===== config.mk =====
export PLATFORM = sky130hd
export DESIGN_NAME = prio_irq_ctrl
export DESIGN_NICKNAME = d
export VERILOG_FILES = /design/src/rtl/prio_irq_ctrl.sv
export SDC_FILE = /design/constraint.sdc
export NUM_CORES = 1
export LEC_CHECK = 0
export ABC_AREA = 1
export BUFFER_PORTS_ARGS = -buffer_cell sky130_fd_sc_hd__buf_2
export CAP_MARGIN = 20
export CORE_ASPECT_RATIO = 1.5
export CORE_UTILIZATION = 46
export DETAILED_ROUTE_END_ITERATION = 8
export PLACE_DENSITY = 0.78
export SKIP_CTS_REPAIR_TIMING = 1
export SLEW_MARGIN = 20
export SYNTH_ARGS = -nofsm -noshare
export SYNTH_HDL_FRONTEND = slang
export SYNTH_SLANG_ARGS = --single-unit
export TNS_END_PERCENT = 20

===== constraint.sdc =====
create_clock -name clk -period 1.9 [get_ports clk]
set_input_delay 0.095 -clock clk [delete_from_list [all_inputs] [get_ports clk]]
set_output_delay 0.095 -clock clk [all_outputs]
set_load 0.01 [all_outputs]

===== src/rtl/prio_irq_ctrl.sv =====
module prio_irq_ctrl #(
  parameter logic [15:0] VEC_BASE = 16'h0003,
  parameter int          VEC_STEP = 8
) (
  input  logic        clk,
  input  logic        rst_n,
  input  logic [1:0]  ext_pin_n,
  input  logic [1:0]  ext_edge_mode,
  input  logic [1:0]  tmr_ovf,
  input  logic        ser_req,
  input  logic        glb_en,
  input  logic [4:0]  en_mask,
  input  logic [4:0]  hi_mask,
  input  logic        insn_done,
  input  logic        ret_pulse,
  output logic        ack,
  output logic [15:0] vec_addr,
  output logic        in_svc_lo,
  output logic        in_svc_hi
);
  localparam int NSRC = 5;

  logic [1:0]      pin_prev, edge_flag, ext_req, fall;
  logic [NSRC-1:0] pend, elig, hi_c, lo_c;
  logic            take_hi, take_lo, take;
  logic [2:0]      hi_idx, lo_idx, win_idx;

  function automatic logic [2:0] first_set(input logic [NSRC-1:0] v);
    logic [2:0] r;
    r = '0;
    for (int i = NSRC - 1; i >= 0; i--)
      if (v[i]) r = 3'(i);
    return r;
  endfunction

  assign fall    = pin_prev & ~ext_pin_n;
  assign ext_req = (ext_edge_mode & edge_flag) | (~ext_edge_mode & ~ext_pin_n);
  assign pend    = {ser_req, tmr_ovf[1], ext_req[1], tmr_ovf[0], ext_req[0]};
  assign elig    = pend & en_mask & {NSRC{glb_en}};
  assign hi_c    = elig & hi_mask;
  assign lo_c    = elig & ~hi_mask;
  assign hi_idx  = first_set(hi_c);
  assign lo_idx  = first_set(lo_c);

  assign take_hi = insn_done & (|hi_c) & ~in_svc_hi;
  assign take_lo = insn_done & (|lo_c) & ~(|hi_c) & ~in_svc_hi & ~in_svc_lo;
  assign take    = take_hi | take_lo;
  assign win_idx = take_hi ? hi_idx : lo_idx;

  always_ff @(posedge clk or negedge rst_n) begin
    if (!rst_n) begin
      pin_prev  <= 2'b11;
      edge_flag <= 2'b00;
    end else begin
      pin_prev <= ext_pin_n;
      for (int k = 0; k < 2; k++)
        edge_flag[k] <= fall[k] | (edge_flag[k] & ~(take && win_idx == 3'(2 * k)));
    end
  end

  always_ff @(posedge clk or negedge rst_n) begin
    if (!rst_n) begin
      ack       <= 1'b0;
      vec_addr  <= '0;
      in_svc_lo <= 1'b0;
      in_svc_hi <= 1'b0;
    end else begin
      ack       <= take;
      if (take) vec_addr <= 16'(int'(VEC_BASE) + VEC_STEP * int'(win_idx));
      in_svc_hi <= (in_svc_hi & ~ret_pulse) | take_hi;
      in_svc_lo <= (in_svc_lo & ~(ret_pulse & ~in_svc_hi)) | take_lo;
    end
  end

  p_ack_boundary_r5: assert property (@(posedge clk) disable iff (!rst_n)
    ack |-> $past(insn_done));
  p_ack_global_r8: assert property (@(posedge clk) disable iff (!rst_n)
    ack |-> $past(glb_en));
  p_hi_blocks_r4: assert property (@(posedge clk) disable iff (!rst_n)
    (in_svc_hi && !ret_pulse) |=> !ack);
  p_lo_under_hi_r3: assert property (@(posedge clk) disable iff (!rst_n)
    $rose(in_svc_lo) |-> !$past(in_svc_hi));
  p_ret_top_r9: assert property (@(posedge clk) disable iff (!rst_n)
    (ret_pulse && in_svc_hi) |=> (in_svc_lo == $past(in_svc_lo)));
  p_vec_legal_r7: assert property (@(posedge clk) disable iff (!rst_n)
    ack |-> (vec_addr[2:0] == 3'd3 && vec_addr <= 16'h0023));
endmodule


==> impl_results.md <==
* Clock tree buffer depth at 2
* Number of max-cap violations at 0
* Die height at 56.7 microns
* DR vias/cell at 4.65
* Final Skew at 0.00121 ns
* Routed vias at 837
* Initial Util at 0.494
* Clock root buffer: clkbuf_4
* Area delta synth->final at 19.1%
* #FFs+latches synth at 11
* Yosys top cell by area: dfrtp_1
* Drt wl/cell at 9.63 microns
* Synth warnings at 0
* CP max FO at 3
* Crit share post-route at 0.866
* Ports at 41
* Worst R2R Setup Slack at 0.39 ns
* Post-route cell area at 0.00109 sq mm
* Synth Area in Adders at 0
* Setup TNS at 0 ns
* Worst VDD drop at 247 uV
* Period minus WS final at 1.65 ns
* Top cells by area, synth: dfrtp_1, nand2_1, buf_4
* Syn_area_per_cell at 7.33 sq um
* Placed Cells at 173
* IO Port Bufs at 29
* Status: complete, no violations
* Overflow after GRT at 0
* Final Setup Violations at 0
* Kind of critical path: in2reg
* Max Slew Vio Count at 0
* Synth unique cells at 23
* RSZ-0062 raised after global routing: false
* Core Footprint at 0.00185 sq mm
* Drt initial violations at 9
* F_max at 608 MHz
* Xor/xnor share of the synthesized area at 0
* Final HPWL from detailed placement at 1.52 mm
* Hold Fails Final Rpt at 0
* Total track usage at 0.179
* GPL Wtd Cong at 0.865
* Diode count at 0
* Final wirelength at 1.73 mm
* Commonest non-fill, non-tap cell in the layout: nand2_1
* Worst Path Arrival at 1.80 ns
* Critical Path End Type: flop
* Layout Cells excl Fill at 180
* LEAKAGE at 0.660 nW
* Largest family of logic cells by synthesized area: simple AND/OR/NAND/NOR gates
* CTS tree: yes
* Die area at 0.00218 sq mm
* Synth Area in Compound Gates at 0.0423
* CP startpoint kind: primary input
* Critical path required time at 2.06 ns
* First-pass GRT wire length at 2.77 mm
* Seq/Total Area, Yosys at 0.303
* Worst Hold Class: in2reg
* Post-layout nets at 182
* Final Worst Setup Slack at 0.255 ns
* Most frequent cells in the layout: nand2_1, buf_2, inv_1
* Site row count at 19
* Post-route ant nets at 0
* DRT Pass-1 Iters at 6
* Power per cell area at 601 mW/mm^2
* H-tree depth at 1
* Worst skew pair latency at 0.26 ns
* Area after DPL at 0.00103 sq mm
* Worst-path clk slew at 0.07 ns
* Post-route DRC violation count at 0
* Largest net degree at the start of global routing at 12
* Cells after Synth at 125
* Proportion of synthesized area in mux cells at 0
* Clock sinks at 11
* Synth top area share at 0.246
* Vias in the first global route at 749
* Finished Core Util at 0.588
* Die width at 38.4 microns
* Share of layout cells above drive strength 1 at 0.403
* Clock buffer count from CTS at 3
* Post-place setup slack at 0.383 ns
* Synth Area in Simple Gates at 0.466
* Syn Std Cell Area at 916 sq um
* Antenna violations before repair at 0
-- area by class of cell --
class / count / area [sq um]
fill: 182 / 763
inverter: 21 / 78.8
timing repair buffer: 32 / 175
clock buffer: 4 / 26.3
tap: 21 / 26.3
multi-input combinational: 91 / 507
sequential: 11 / 278
-- cell families after synthesis --
family                 count (synthesis)
AND/OR/NAND/NOR                       74
other                                  1
AO/OA/AOI/OAI                          6
flip-flops                            11
buffers and inverters                 33
-- registers in the layout, summed over array words and instances, names as in the netlist --
name,flops
ack,1
edge_flag,2
in_svc_hi,1
in_svc_lo,1
pin_prev,2
vec_addr,4
-- through the flow --
stage	hold WS, ns	power [mW]
after floorplan	-0.201	0.444
after global placement	-0.0304	0.493
after detailed placement	-0.0219	0.501
after CTS	-0.307	0.656
after global routing	0.0453	0.699
final	0.0249	0.655
-- report_power, final --
part           internal, mW  switching [mW]  leakage (nW)
sequential            0.266          0.0152         0.130
combinational        0.0846           0.134         0.515
clock                0.0811          0.0741        0.0150
total                 0.431           0.224         0.660
-- routing by layer --
layer / global-route usage / part of all wire / routed length [microns] / vias up
li1: - / - / - / 428
met1: 0.176 / 0.36 / 630 / 376
met2: 0.329 / 0.58 / 1010 / 31
met3: 0.0119 / 0.036 / 63 / 2
met4: 0.113 / 0.016 / 27 / 0
met5: 0 / 0 / 0 / -
-- critical path: stages --
cell and delay [ns]:
dlygate4sd3_1 0.55, buf_2 0.14, nand2_1 0.12, nand3_2 0.09
nor2_2 0.14, nor2_2 0.07, nand2_1 0.10, nand2_1 0.08
nand2_1 0.10, inv_1 0.05, nor2_2 0.09, nand2_1 0.07
nand2_1 0.06, nand2_1 0.05
-- final timing paths --
check                        startpoint           end  depth (start not counted)
max reg2reg                   in_svc_hi  edge_flag[0]                         10
min                           ret_pulse     in_svc_hi                          2
min reg2reg                 vec_addr[4]   vec_addr[4]                          2
min in group asynchronous         rst_n  edge_flag[0]                          2
max in group asynchronous         rst_n   pin_prev[0]                          2
max                        ext_pin_n[1]  edge_flag[0]                         14
-- cells in the mapped netlist, drive strengths merged --
| cell type | n |
|---|---|
| nand3 | 9 |
| o21ai | 2 |
| dfrtp | 9 |
| nand4 | 5 |
| buf | 12 |
| nand2 | 40 |
| or2 | 1 |
| a21oi | 2 |
| o21bai | 1 |
| nor3 | 1 |
| dfstp | 2 |
| nor2 | 17 |
| nand3b | 1 |
| o211ai | 1 |
| inv | 21 |
| conb | 1 |
No activity file was read; power rests on OpenSTA's default activity.
